### src/rtl/pdma_pkg.sv
package pdma_pkg;
  localparam int DW = 16;
  localparam int SEL_W = 7;

  localparam logic [2:0] RA_CTRL   = 3'd0;
  localparam logic [2:0] RA_START  = 3'd1;
  localparam logic [2:0] RA_PADDR  = 3'd2;
  localparam logic [2:0] RA_COUNT  = 3'd3;
  localparam logic [2:0] RA_REQSEL = 3'd4;
  localparam logic [2:0] RA_STATUS = 3'd5;

  localparam int FORCE_BIT = 15;

  typedef enum logic [1:0] {XS_IDLE, XS_RD, XS_WR} xstate_t;

  typedef struct packed {
    logic oneshot;
    logic hold;
    logic bytesz;
    logic dir;
    logic en;
  } ctrl_t;
endpackage

### src/rtl/pdma_regs.sv
module pdma_regs
  import pdma_pkg::*;
#(
  parameter int AW = 12,
  parameter int PW = 12,
  parameter int CW = 16
) (
  input  logic             clk,
  input  logic             rst_n,
  input  logic             reg_we,
  input  logic [2:0]       reg_addr,
  input  logic [DW-1:0]    reg_wdata,
  input  logic             force_take,
  input  logic             blk_end,
  input  logic             coll_set,
  output ctrl_t            ctrl,
  output logic [AW-1:0]    start,
  output logic [PW-1:0]    paddr,
  output logic [CW-1:0]    count,
  output logic [SEL_W-1:0] sel,
  output logic             force_q,
  output logic             done_q,
  output logic             coll_q,
  output logic [DW-1:0]    reg_rdata
);
  logic wr_ctrl, wr_start, wr_paddr, wr_count, wr_sel, wr_stat;
  ctrl_t            ctrl_n;
  logic [AW-1:0]    start_n;
  logic [PW-1:0]    paddr_n;
  logic [CW-1:0]    count_n;
  logic [SEL_W-1:0] sel_n;
  logic             force_n, done_n, coll_n;

  assign wr_ctrl  = reg_we && (reg_addr == RA_CTRL);
  assign wr_start = reg_we && (reg_addr == RA_START);
  assign wr_paddr = reg_we && (reg_addr == RA_PADDR);
  assign wr_count = reg_we && (reg_addr == RA_COUNT);
  assign wr_sel   = reg_we && (reg_addr == RA_REQSEL);
  assign wr_stat  = reg_we && (reg_addr == RA_STATUS);

  always_comb begin
    ctrl_n = ctrl;
    if (wr_ctrl) begin
      ctrl_n = ctrl_t'(reg_wdata[4:0]);
    end else if (blk_end && ctrl.oneshot) begin
      ctrl_n.en = 1'b0;
    end
    start_n = wr_start ? reg_wdata[AW-1:0] : start;
    paddr_n = wr_paddr ? reg_wdata[PW-1:0] : paddr;
    count_n = wr_count ? reg_wdata[CW-1:0] : count;
    sel_n   = wr_sel   ? reg_wdata[SEL_W-1:0] : sel;
    force_n = wr_sel   ? reg_wdata[FORCE_BIT] : (force_q && !force_take);
    done_n  = blk_end  || (done_q && !(wr_stat && !reg_wdata[0]));
    coll_n  = coll_set || (coll_q && !(wr_stat && !reg_wdata[1]));
  end

  always_ff @(posedge clk or negedge rst_n) begin
    if (!rst_n) begin
      ctrl    <= '0;
      start   <= '0;
      paddr   <= '0;
      count   <= '0;
      sel     <= '0;
      force_q <= 1'b0;
      done_q  <= 1'b0;
      coll_q  <= 1'b0;
    end else begin
      ctrl    <= ctrl_n;
      start   <= start_n;
      paddr   <= paddr_n;
      count   <= count_n;
      sel     <= sel_n;
      force_q <= force_n;
      done_q  <= done_n;
      coll_q  <= coll_n;
    end
  end

  always_comb begin
    reg_rdata = '0;
    case (reg_addr)
      RA_CTRL:   reg_rdata[4:0] = ctrl;
      RA_START:  reg_rdata[AW-1:0] = start;
      RA_PADDR:  reg_rdata[PW-1:0] = paddr;
      RA_COUNT:  reg_rdata[CW-1:0] = count;
      RA_REQSEL: begin
        reg_rdata[SEL_W-1:0] = sel;
        reg_rdata[FORCE_BIT] = force_q;
      end
      RA_STATUS: reg_rdata[1:0] = {coll_q, done_q};
      default:   reg_rdata = '0;
    endcase
  end


  force_clear_chk: assert property (@(posedge clk) disable iff (!rst_n)
    (force_take && !wr_sel) |=> !force_q);


  done_set_chk: assert property (@(posedge clk) disable iff (!rst_n)
    blk_end |=> done_q);
endmodule

### src/rtl/pdma_reqq.sv
module pdma_reqq
  import pdma_pkg::*;
(
  input  logic             clk,
  input  logic             rst_n,
  input  logic             en,
  input  logic             idle,
  input  logic             dreq_valid,
  input  logic [SEL_W-1:0] dreq_code,
  input  logic [SEL_W-1:0] sel,
  input  logic             force_q,
  output logic             go,
  output logic             force_take,
  output logic             coll_set
);
  logic hit, pend_q, pend_n;

  assign hit        = dreq_valid && (dreq_code == sel);
  assign go         = en && idle && (pend_q || hit || force_q);
  assign force_take = go && !pend_q && !hit;
  assign coll_set   = en && !go && hit && pend_q;

  always_comb begin
    if (!en) begin
      pend_n = 1'b0;
    end else if (go) begin
      pend_n = pend_q && hit;
    end else begin
      pend_n = pend_q || hit;
    end
  end

  always_ff @(posedge clk or negedge rst_n) begin
    if (!rst_n) begin
      pend_q <= 1'b0;
    end else begin
      pend_q <= pend_n;
    end
  end


  pend_served_chk: assert property (@(posedge clk) disable iff (!rst_n)
    (pend_q && idle && en) |=> !idle);


  coll_needs_pend_chk: assert property (@(posedge clk) disable iff (!rst_n)
    coll_set |-> (pend_q && !idle));
endmodule

### src/rtl/pdma_xfer.sv
module pdma_xfer
  import pdma_pkg::*;
#(
  parameter int AW = 12,
  parameter int CW = 16
) (
  input  logic          clk,
  input  logic          rst_n,
  input  ctrl_t         ctrl,
  input  logic [AW-1:0] start,
  input  logic [CW-1:0] count,
  input  logic          go,
  input  logic [DW-1:0] per_rdata,
  input  logic [DW-1:0] ram_rdata,
  output logic          idle,
  output logic          blk_end,
  output logic          irq,
  output logic          per_re,
  output logic          per_we,
  output logic [DW-1:0] per_wdata,
  output logic [AW-1:0] ram_addr,
  output logic          ram_re,
  output logic          ram_we,
  output logic [1:0]    ram_be,
  output logic [DW-1:0] ram_wdata
);
  localparam logic [AW-1:0] STEP_B = AW'(1);
  localparam logic [AW-1:0] STEP_W = AW'(2);

  xstate_t       st_q, st_n;
  logic [AW-1:0] addr_q, addr_n, step;
  logic [CW-1:0] ecnt_q, ecnt_n;
  logic          last;
  logic [7:0]    ram_lane;

  assign idle    = (st_q == XS_IDLE);
  assign last    = (ecnt_q == count);
  assign blk_end = ctrl.en && (st_q == XS_WR) && last;
  assign step    = ctrl.hold ? '0 : (ctrl.bytesz ? STEP_B : STEP_W);

  always_comb begin
    st_n   = st_q;
    addr_n = addr_q;
    ecnt_n = ecnt_q;
    if (!ctrl.en) begin
      st_n   = XS_IDLE;
      addr_n = start;
      ecnt_n = '0;
    end else begin
      case (st_q)
        XS_IDLE: if (go) st_n = XS_RD;
        XS_RD:   st_n = XS_WR;
        XS_WR: begin
          st_n = XS_IDLE;
          if (last) begin
            addr_n = start;
            ecnt_n = '0;
          end else begin
            addr_n = addr_q + step;
            ecnt_n = ecnt_q + CW'(1);
          end
        end
        default: st_n = XS_IDLE;
      endcase
    end
  end

  always_ff @(posedge clk or negedge rst_n) begin
    if (!rst_n) begin
      st_q   <= XS_IDLE;
      addr_q <= '0;
      ecnt_q <= '0;
      irq    <= 1'b0;
    end else begin
      st_q   <= st_n;
      addr_q <= addr_n;
      ecnt_q <= ecnt_n;
      irq    <= blk_end;
    end
  end

  assign ram_addr = addr_q;
  assign per_re   = (st_q == XS_RD) && !ctrl.dir;
  assign ram_re   = (st_q == XS_RD) &&  ctrl.dir;
  assign ram_we   = (st_q == XS_WR) && !ctrl.dir;
  assign per_we   = (st_q == XS_WR) &&  ctrl.dir;
  assign ram_lane = addr_q[0] ? ram_rdata[15:8] : ram_rdata[7:0];

  always_comb begin
    if (ctrl.bytesz) begin
      ram_be    = addr_q[0] ? 2'b10 : 2'b01;
      ram_wdata = {per_rdata[7:0], per_rdata[7:0]};
      per_wdata = {8'h00, ram_lane};
    end else begin
      ram_be    = 2'b11;
      ram_wdata = per_rdata;
      per_wdata = ram_rdata;
    end
  end


  one_strobe_chk: assert property (@(posedge clk) disable iff (!rst_n)
    $onehot0({per_re, per_we, ram_re, ram_we}));


  wr_after_rd_chk: assert property (@(posedge clk) disable iff (!rst_n)
    (per_re || ram_re) |=> (per_we || ram_we || !ctrl.en));


  irq_pulse_chk: assert property (@(posedge clk) disable iff (!rst_n)
    irq |=> !irq);


  off_idle_chk: assert property (@(posedge clk) disable iff (!rst_n)
    !ctrl.en |=> idle);
endmodule

### src/rtl/pdma_channel.sv
module pdma_channel
  import pdma_pkg::*;
#(
  parameter int ADDR_W  = 12,
  parameter int PADDR_W = 12,
  parameter int CNT_W   = 16
) (
  input  logic               clk,
  input  logic               rst_n,
  input  logic               reg_we,
  input  logic [2:0]         reg_addr,
  input  logic [15:0]        reg_wdata,
  output logic [15:0]        reg_rdata,
  input  logic               dreq_valid,
  input  logic [6:0]         dreq_code,
  output logic [PADDR_W-1:0] per_addr,
  output logic               per_re,
  output logic               per_we,
  output logic [15:0]        per_wdata,
  input  logic [15:0]        per_rdata,
  output logic [ADDR_W-1:0]  ram_addr,
  output logic               ram_re,
  output logic               ram_we,
  output logic [1:0]         ram_be,
  output logic [15:0]        ram_wdata,
  input  logic [15:0]        ram_rdata,
  output logic               blk_irq
);
  logic             rst_meta, rst_sync;
  ctrl_t            ctrl;
  logic [ADDR_W-1:0] start;
  logic [CNT_W-1:0] count;
  logic [SEL_W-1:0] sel;
  logic             force_q, done_q, coll_q;
  logic             go, force_take, coll_set, idle, blk_end;

  always_ff @(posedge clk or negedge rst_n) begin
    if (!rst_n) begin
      rst_meta <= 1'b0;
      rst_sync <= 1'b0;
    end else begin
      rst_meta <= 1'b1;
      rst_sync <= rst_meta;
    end
  end

  pdma_regs #(.AW(ADDR_W), .PW(PADDR_W), .CW(CNT_W)) u_regs (
    .clk        (clk),
    .rst_n      (rst_sync),
    .reg_we     (reg_we),
    .reg_addr   (reg_addr),
    .reg_wdata  (reg_wdata),
    .force_take (force_take),
    .blk_end    (blk_end),
    .coll_set   (coll_set),
    .ctrl       (ctrl),
    .start      (start),
    .paddr      (per_addr),
    .count      (count),
    .sel        (sel),
    .force_q    (force_q),
    .done_q     (done_q),
    .coll_q     (coll_q),
    .reg_rdata  (reg_rdata)
  );

  pdma_reqq u_reqq (
    .clk        (clk),
    .rst_n      (rst_sync),
    .en         (ctrl.en),
    .idle       (idle),
    .dreq_valid (dreq_valid),
    .dreq_code  (dreq_code),
    .sel        (sel),
    .force_q    (force_q),
    .go         (go),
    .force_take (force_take),
    .coll_set   (coll_set)
  );

  pdma_xfer #(.AW(ADDR_W), .CW(CNT_W)) u_xfer (
    .clk       (clk),
    .rst_n     (rst_sync),
    .ctrl      (ctrl),
    .start     (start),
    .count     (count),
    .go        (go),
    .per_rdata (per_rdata),
    .ram_rdata (ram_rdata),
    .idle      (idle),
    .blk_end   (blk_end),
    .irq       (blk_irq),
    .per_re    (per_re),
    .per_we    (per_we),
    .per_wdata (per_wdata),
    .ram_addr  (ram_addr),
    .ram_re    (ram_re),
    .ram_we    (ram_we),
    .ram_be    (ram_be),
    .ram_wdata (ram_wdata)
  );


  coll_from_pend_chk: assert property (@(posedge clk) disable iff (!rst_sync)
    $rose(coll_q) |-> $past(!idle));


  oneshot_stop_chk: assert property (@(posedge clk) disable iff (!rst_sync)
    (blk_end && ctrl.oneshot && !(reg_we && reg_addr == RA_CTRL)) |=> !ctrl.en);
endmodule

### config.mk
export PLATFORM = sky130hd
export DESIGN_NAME = pdma_channel
export DESIGN_NICKNAME = d
export VERILOG_FILES = /design/src/rtl/pdma_pkg.sv /design/src/rtl/pdma_regs.sv /design/src/rtl/pdma_reqq.sv /design/src/rtl/pdma_xfer.sv /design/src/rtl/pdma_channel.sv
export SDC_FILE = /design/constraint.sdc
export NUM_CORES = 1
export LEC_CHECK = 0
export BUFFER_PORTS_ARGS = -buffer_cell sky130_fd_sc_hd__buf_4
export CAP_MARGIN = 10
export CORE_ASPECT_RATIO = 1.4
export CORE_MARGIN = 10
export CORE_UTILIZATION = 30
export DETAILED_ROUTE_END_ITERATION = 10
export PLACE_DENSITY_LB_ADDON = 0.2
export RECOVER_POWER = 50
export SLEW_MARGIN = 15
export SYNTH_ARGS = -nofsm -noshare
export SYNTH_HDL_FRONTEND = slang
export SYNTH_SLANG_ARGS = --single-unit
export TNS_END_PERCENT = 1
### constraint.sdc
create_clock -name clk -period 2.7 [get_ports clk]
set_clock_uncertainty 0.15 [all_clocks]
set_input_delay 0.135 -clock clk [delete_from_list [all_inputs] [get_ports clk]]
set_output_delay 0.135 -clock clk [all_outputs]
set_load 0.03 [all_outputs]
==> results of run 1 <==
-- synthesized netlist by cell type (all sizes together) (3+ instances only) --
| cell type | instances | area, um2 |
|---|---|---|
| dfrtp | 89 | 2230 |
| mux2 | 70 | 788 |
| nand2 | 40 | 150 |
| nor2 | 26 | 97.6 |
| clkbuf | 22 | 82.6 |
| nand3 | 22 | 110 |
| o21ai | 22 | 121 |
| xor2 | 21 | 184 |
| buf | 18 | 125 |
| nor2b | 15 | 93.8 |
| a31oi | 12 | 75.1 |
| a21oi | 11 | 55.1 |
| mux2i | 11 | 110 |
| nand4 | 11 | 83.8 |
| a22oi | 10 | 75.1 |
| inv | 10 | 37.5 |
| xnor2 | 10 | 87.6 |
| nor4 | 7 | 68.8 |
| and2 | 6 | 37.5 |
| and3 | 6 | 37.5 |
| nand2b | 6 | 37.5 |
| nor3b | 6 | 50.1 |
| o22ai | 6 | 37.5 |
| nor3 | 5 | 25.0 |
| o311ai | 5 | 43.8 |
| ha | 3 | 37.5 |
| or2 | 3 | 18.8 |
-- stage by stage --
step                utilization  area [um2]  instances  total power, mW  setup WS, ps
floorplan                     -        5170        504             3.04         -94.7
finish                    0.406        6820        862             5.09           119
global route              0.406        6820        862             5.36         -1.49
global placement          0.383        6430        827             3.79          37.4
detailed placement        0.383        6430        827             3.83         -1.18
CTS                       0.413        6940        861             5.23          50.6
-- worst max-delay path, stage by stage (launching register included) --
cell and delay (ps):
dfrtp_1 400, or2_2 330, fa_2 380, nand3b_1 180
or2_4 280, or3_1 360, xnor2_1 130, mux2_2 260
-- what timing repair did --
item / 4_1_cts / 5_1_grt
hold buffers: 18 / 0
cloned: 0 / 0
hold endpoints to repair: 57 / 0
buffers inserted: 0 / 1
setup endpoints to repair: 1 / 2
resized for setup: 1 / 3
-- logic make-up after synthesis --
group / Yosys count / share of synthesized area
buffers and inverters: 51 / 0.0482
adder cells (fa/ha/maj): 4 / 0.0111
multiplexers: 81 / 0.174
AND/OR/NAND/NOR: 163 / 0.172
AO/OA/AOI/OAI: 84 / 0.110
flip-flops: 89 / 0.431
other: 1 / 0.000726
XOR/XNOR: 31 / 0.0526
-- worst paths after layout --
kind                       cells past startpoint                        from                              to
hold / removal                                 4                      reg_we         u_regs.done_q$_DFF_PN0_
setup reg to reg                               7  u_regs.ctrl[3]$_DFFE_PN0P_  u_xfer.ram_addr[8]$_DFFE_PN0P_
setup / recovery                               7  u_regs.ctrl[3]$_DFFE_PN0P_  u_xfer.ram_addr[8]$_DFFE_PN0P_
hold reg to reg                                0          rst_meta$_DFF_PN0_              rst_sync$_DFF_PN0_
min in group asynchronous                      3                       rst_n              rst_meta$_DFF_PN0_
max in group asynchronous                      0          rst_sync$_DFF_PN0_   u_xfer.ecnt_q[11]$_DFFE_PN0P_
-- per-layer routing --
| metal | vias to the layer above | track usage | wire (um) |
|---|---|---|---|
| met5 | - | 0 | 0 |
| met1 | 2202 | 0.176 | 6910 |
| li1 | 2113 | - | - |
| met4 | 0 | 0.0432 | 218 |
| met3 | 18 | 0.0265 | 737 |
| met2 | 132 | 0.256 | 8920 |
-- sequential cells by signal, summed over array words and instances (netlist names), 2 cells and up --
name             cells
u_regs.count        16
u_xfer.ecnt_q       16
u_regs.paddr        12
u_regs.start        12
u_xfer.ram_addr     12
u_regs.sel           7
u_regs.ctrl          5
u_xfer.st_q          2
-- area by class of cell --
type	count	area, um2
fillers	1674	10000
clock buffers	9	225
clock inverters	7	93.8
inverters	11	41.3
repair buffers	179	1280
well taps	203	254
multi-input cells	364	2700
flip-flops and latches	89	2230
-- where the power goes --
group / internal, mW / leakage (nW) / total (mW) / switching, mW
logic: 0.748 / 1.72 / 1.81 / 1.06
registers: 1.59 / 1.11 / 1.91 / 0.324
clock network: 0.811 / 0.152 / 1.37 / 0.554
total: 3.15 / 2.98 / 5.09 / 1.94
==> impl_metrics.json, run 1 <==
{
  "min_period_ps": 2580,
  "path_class": "flop to flop",
  "path_clk_slew_ps": 70,
  "seq_area_frac_synth": 0.431,
  "cts_buffers": 9,
  "initial_core_util": 0.307,
  "place_congestion": 0.829,
  "ctsRootBufferMaster": "clkbuf_16",
  "grt_max_degree": 48,
  "drive_gt1_frac": 0.349,
  "grt-ovfl-total": 0,
  "violations": "max-capacitance violations, max-slew violations",
  "end_kind": "flop",
  "r2r_slack_ps": 120,
  "powerDensity_nw_per_um2": 746,
  "die-area_um2": 22900,
  "cts_tree": "built",
  "viasPerCell": 5.18,
  "required_ps": 2780,
  "antenna_cells": 0,
  "synth_edf_count": 0,
  "setup_viol": 0,
  "num_io_pins": 141,
  "syn_avg_cell_area_um2": 10.3,
  "grt_antenna_before_repair": 0,
  "die_h_um": 175,
  "p_leak_nw": 2.98,
  "hold_viol": 0,
  "max_freq_mhz": 387,
  "synth.ff_latch_count": 89,
  "cts-htree-levels": 3,
  "synthArstFlopShare": 1.00,
  "worstSkewPairLatency_ps": 340,
  "synth_nets": 570,
  "path_max_fanout": 4,
  "grt_util_all_layers": 0.147,
  "port-buffer-count": 140,
  "yosys_warnings": 0,
  "dr_total_vias": 4465,
  "grt_pass1_wl_mm": 26.5,
  "finalSetupTns_ps": 0,
  "clock-sinks": 89,
  "tightest_slew_ps": 1970,
  "outcome": "finished, violations left",
  "ant_nets": 0,
  "synthCells": 504,
  "whs_ps": 95.0,
  "synthFlopType": "dfrtp_1",
  "drv_cap": 1,
  "dp_hpwl_mm": 13.0,
  "drt_iter0_drc": 251,
  "worstSetupStartpointType": "flop",
  "maxSlewViolCount": 47,
  "fp-row-count": 56,
  "synth_area_um2": 5170,
  "grt_pass1_vias": 4620,
  "slew_headroom": -0.315,
  "ys_types": 57,
  "critPathArrivalTime_ps": 2660,
  "wl_mm": 16.8,
  "drc": 0,
  "most-common-layout-cells": "buf_4 (126), dfrtp_1 (89), mux2_2 (70), nand2_1 (40), clkbuf_1 (33)",
  "routedWlPerCell_um": 19.5,
  "drtPass1Iterations": 5,
  "die-width_um": 131,
  "nets": 720,
  "clock_path_buffers": 2,
  "period_share": 0.956,
  "hp-class": "input pin to flop",
  "final_common_cell": "buf_4",
  "synthToLayoutAreaGrowth_pct": 32.0,
  "coreArea_um2": 16800,
  "irDropWorstVdd_uv": 311
}
Power figures use the tool's default switching activity.
==> run 2: changes to the inputs <==
Settings changed: CTS_BUF_LIST from default to sky130_fd_sc_hd__clkbuf_4.
==> impl_metrics.json, run 2 (synthesis results as in run 1) <==
{
  "max_freq_mhz": 388,
  "dr_total_vias": 4497,
  "path_clk_slew_ps": 160,
  "period_share": 0.954,
  "worstSkewPairLatency_ps": 450,
  "tightest_slew_ps": 1970,
  "dp_hpwl_mm": 13.0,
  "place_ws_ps": -1.18,
  "grt_antenna_before_repair": 1,
  "drive_gt1_frac": 0.354,
  "die_h_um": 175,
  "die-area_um2": 22900,
  "whs_path_depth": 6,
  "fin_ws_ps": 123,
  "rsz0062_at_grt": "false",
  "drtPass1Iterations": 6,
  "grt-ovfl-total": 0,
  "irDropWorstVdd_uv": 316,
  "multi_input_area_um2": 2710,
  "final-seq-area_um2": 2230,
  "outcome": "finished, violations left",
  "cts_tree": "built",
  "powerDensity_nw_per_um2": 687,
  "ctsRootBufferMaster": "clkbuf_4",
  "slew_headroom": -0.315,
  "num_io_pins": 141,
  "drt_iter0_drc": 266,
  "synthToLayoutAreaGrowth_pct": 30.2,
  "cts_buffers": 9,
  "coreArea_um2": 16800,
  "reg_top3": "u_regs.count: 16 flops, u_xfer.ecnt_q: 16 flops",
  "wl_mm": 16.8,
  "critPathArrivalTime_ps": 2790,
  "final_common_cell": "buf_4",
  "clock-sinks": 89,
  "placed_cells": 827,
  "finalNonFillerCells": 868,
  "design_area_um2": 6730,
  "r2r_slack_ps": 120,
  "fp-row-count": 56,
  "viasPerCell": 5.18,
  "clock_path_buffers": 2,
  "dpl_cell_area_um2": 6430,
  "path_class": "flop to flop",
  "hold_viol": 0,
  "ant_nets": 0,
  "routedWlPerCell_um": 19.4,
  "worstSetupStartpointType": "flop",
  "grt_max_degree": 48,
  "final_util": 0.400,
  "die-width_um": 131,
  "setup_viol": 0,
  "rr_worst_depth": 7,
  "place_congestion": 0.829,
  "grt_pass1_wl_mm": 26.6,
  "p_leak_nw": 2.94,
  "initial_core_util": 0.307,
  "hp-class": "input pin to flop",
  "path_max_fanout": 4,
  "drc": 0,
  "min_period_ps": 2580,
  "most-common-layout-cells": "buf_4 (129), dfrtp_1 (89), mux2_2 (70), nand2_1 (40), clkbuf_1 (31)",
  "nets": 725,
  "cts-htree-levels": 3,
  "grt_util_all_layers": 0.147,
  "n_fill_cell": 1684,
  "port-buffer-count": 140,
  "drv_cap": 1,
  "end_kind": "flop",
  "grt_pass1_vias": 4640,
  "required_ps": 2910,
  "finalSetupTns_ps": 0,
  "violations": "max-capacitance violations, max-slew violations",
  "maxSlewViolCount": 47
}
==> run 2: changes by cell type in the layout (fill, tap and decap cells not counted), sizes merged <==
cell,previous run,this run
diode,0,1
dlygate4sd3,18,22
buf,127,130
clkbuf,43,41
==> run 2: worst paths after layout <==
kind | from | end
min in group asynchronous | rst_n | rst_meta$_DFF_PN0_
setup reg to reg | u_regs.ctrl[3]$_DFFE_PN0P_ | u_xfer.ram_addr[8]$_DFFE_PN0P_
hold reg to reg | rst_meta$_DFF_PN0_ | rst_sync$_DFF_PN0_
hold / removal | dreq_code[2] | u_xfer.st_q[0]$_DFFE_PN0P_
setup / recovery | u_regs.ctrl[3]$_DFFE_PN0P_ | u_xfer.ram_addr[8]$_DFFE_PN0P_
max in group asynchronous | rst_sync$_DFF_PN0_ | u_xfer.ecnt_q[11]$_DFFE_PN0P_
==> run 2: cell type report <==
cell class / count / share of cell area
clock buffer: 9 / 0.0100
multi-input combinational: 364 / 0.403
tap: 203 / 0.0377
clock inverter: 7 / 0.0139
antenna: 1 / 0.000372
timing repair buffer: 184 / 0.198
inverter: 11 / 0.00614
sequential: 89 / 0.331
==> run 2: timing repair <==
item | in CTS | in global routing
endpoints found under the hold margin | 59 | 0
gates cloned | 0 | 0
buffers inserted | 1 | 1
endpoints found under the setup margin | 1 | 4
hold buffers | 22 | 0
pin swaps | 0 | 1
resized for setup | 1 | 5
==> run 2: worst max-delay path: stages (launching register included) <==
cell and delay [ps]:
dfrtp_1 430, or2_2 330, fa_2 380, nand3b_1 180
or2_4 260, or3_1 360, xnor2_1 130, mux2_2 260
==> run 2: power by group <==
part	switching, mW	total, mW	leakage [nW]	internal, mW
registers	0.322	1.91	1.11	1.59
clock network	0.510	0.885	0.0823	0.375
logic	1.06	1.83	1.75	0.770
==> run 2: per-layer routing <==
layer	up-vias	share of wire	GRT usage
met5	-	0	0
met4	0	0.012	0.0428
met1	2232	0.41	0.177
met3	18	0.046	0.0247
met2	125	0.54	0.257
li1	2122	-	-
==> run 2: per-stage QoR <==
stage               power [mW]  hold WS (ps)
global placement          3.79          -232
floorplan                 3.04          -311
finish                    4.62          36.9
global route              4.89          83.3
CTS                       4.74          11.0
detailed placement        3.83          -231
==> run 3: changes to the inputs <==
Settings changed: CTS_CLUSTER_DIAMETER from default to 30, SLEW_MARGIN 15 to 25.
Clock period 2.7 ns to 2.3 ns, I/O delays scaled along.
==> impl_metrics.json, run 3 (synthesis results as in run 1) <==
{
  "outcome": "finished, violations left",
  "violations": "max-capacitance violations, max-slew violations, negative setup slack",
  "reg_top3": "u_regs.count: 16 flops, u_xfer.ecnt_q: 16 flops",
  "slew_headroom": -0.101,
  "coreArea_um2": 16800,
  "drt_iter0_drc": 195,
  "grt_antenna_before_repair": 1,
  "grt_util_all_layers": 0.148,
  "maxSlewViolCount": 40,
  "viasPerCell": 5.13,
  "whs_path_depth": 4,
  "design_area_um2": 6850,
  "die_h_um": 175,
  "drc": 0,
  "path_class": "flop to flop",
  "final_common_cell": "buf_4",
  "grt-ovfl-total": 0,
  "grt-busiest-layer": "met2",
  "r2r-end": "u_xfer.ram_addr[8]$_DFFE_PN0P_",
  "grtUsageMet1": 0.178,
  "r2r-start": "u_regs.ctrl[3]$_DFFE_PN0P_",
  "path_max_fanout": 3,
  "clock-sinks": 89,
  "fin_ws_ps": -272,
  "grt_pass1_wl_mm": 26.5,
  "tightest_slew_ps": 1650,
  "path_clk_slew_ps": 150,
  "whs_ps": 67.0,
  "r2r_slack_ps": -270,
  "num_io_pins": 141,
  "wl_mm": 17.1,
  "required_ps": 2510,
  "setup_viol": 3,
  "ctsRootBufferMaster": "clkbuf_4",
  "grt_max_degree": 40,
  "worstSetupEndpoint": "u_xfer.ram_addr[8]$_DFFE_PN0P_",
  "nets": 742,
  "powerDensity_nw_per_um2": 786,
  "grt_pass1_vias": 4738,
  "die-width_um": 131,
  "met3_usage": 0.0235,
  "setup.worst_path.start": "u_regs.ctrl[3]$_DFFE_PN0P_",
  "rr_worst_depth": 7,
  "dr_total_vias": 4532,
  "rsz0062_at_grt": "true",
  "irDropWorstVdd_uv": 398,
  "n_fill_cell": 1731,
  "p_leak_nw": 3.03,
  "dpl_cell_area_um2": 6540,
  "clock_path_buffers": 2,
  "drive_gt1_frac": 0.376,
  "die-area_um2": 22900,
  "hp-class": "input pin to flop",
  "most-common-layout-cells": "buf_4 (147), dfrtp_1 (89), mux2_2 (69), nand2_1 (39), clkbuf_1 (28)",
  "ant_nets": 0,
  "use_met2": 0.256,
  "critPathArrivalTime_ps": 2780,
  "dp_hpwl_mm": 13.2,
  "cts_buffers": 9,
  "place_ws_ps": -452,
  "initial_core_util": 0.307,
  "drtPass1Iterations": 4,
  "synthToLayoutAreaGrowth_pct": 32.6,
  "cts_tree": "built",
  "place_congestion": 0.836,
  "drv_cap": 1,
  "fp-row-count": 56,
  "min_period_ps": 2570,
  "worstSetupStartpointType": "flop",
  "routedWlPerCell_um": 19.3,
  "cts-htree-levels": 3,
  "port-buffer-count": 140,
  "period_share": 1.12,
  "worstSkewPairLatency_ps": 450,
  "max_freq_mhz": 389,
  "hold_viol": 0,
  "end_kind": "flop"
}
[run 3: per-layer routing]
layer | routed length (um) | up-vias
li1 | - | 2153
met5 | 0 | -
met1 | 7010 | 2261
met2 | 9220 | 95
met4 | 327 | 0
met3 | 544 | 23
[run 3: report_power, final]
| group | total [mW] | internal [mW] | switching, mW |
|---|---|---|---|
| registers | 2.21 | 1.86 | 0.352 |
| logic | 2.28 | 0.984 | 1.30 |
| clock network | 0.891 | 0.346 | 0.544 |
[run 3: area by class of cell]
cell class                 count  area, um2  share of cell area
clock buffer                  11       82.6              0.0121
sequential                    89       2230               0.325
tap                          203        254              0.0371
multi-input combinational    364       2730               0.399
antenna                        1       2.50            0.000365
timing repair buffer         201       1470               0.214
inverter                      11       41.3             0.00603
clock inverter                 4       45.0             0.00657
[run 3: how the worst min path moves through the flow]
stage / startpoint / to
6_report: reg_addr[2] / u_regs.done_q$_DFF_PN0_
5_1_grt: reg_addr[2] / u_regs.done_q$_DFF_PN0_
2_1_floorplan: rst_n / rst_meta$_DFF_PN0_
4_1_cts: reg_addr[2] / u_regs.done_q$_DFF_PN0_
3_3_place_gp: rst_n / rst_meta$_DFF_PN0_
3_5_place_dp: rst_n / rst_sync$_DFF_PN0_
[run 3: repair_timing]
item | CTS | global route
pin swaps | 5 | 4
resized for setup | 7 | 5
setup buffers | 3 | 1
endpoints found under the hold margin | 59 | 0
endpoints found under the setup margin | 5 | 24
hold buffers | 23 | 0
[run 3: through the flow]
| stage | setup TNS [ps] | utilization | std cells | power [mW] |
|---|---|---|---|---|
| 3_3_place_gp | -863 | 0.389 | 841 | 4.49 |
| 5_1_grt | -1420 | 0.407 | 884 | 5.72 |
| 6_report | -431 | 0.407 | 884 | 5.39 |
| 4_1_cts | -515 | 0.413 | 882 | 5.51 |
| 3_5_place_dp | -1110 | 0.389 | 841 | 4.54 |
| 2_1_floorplan | -978 | - | 504 | 3.57 |
[run 3: worst max-delay path, cell delays in order, from the launching register on]
cell      delay, ps
dfrtp_1         420
or2_2           340
fa_2            380
nand3b_1        200
or2_4           280
or3_4           330
xnor2_1         120
mux2_2          250
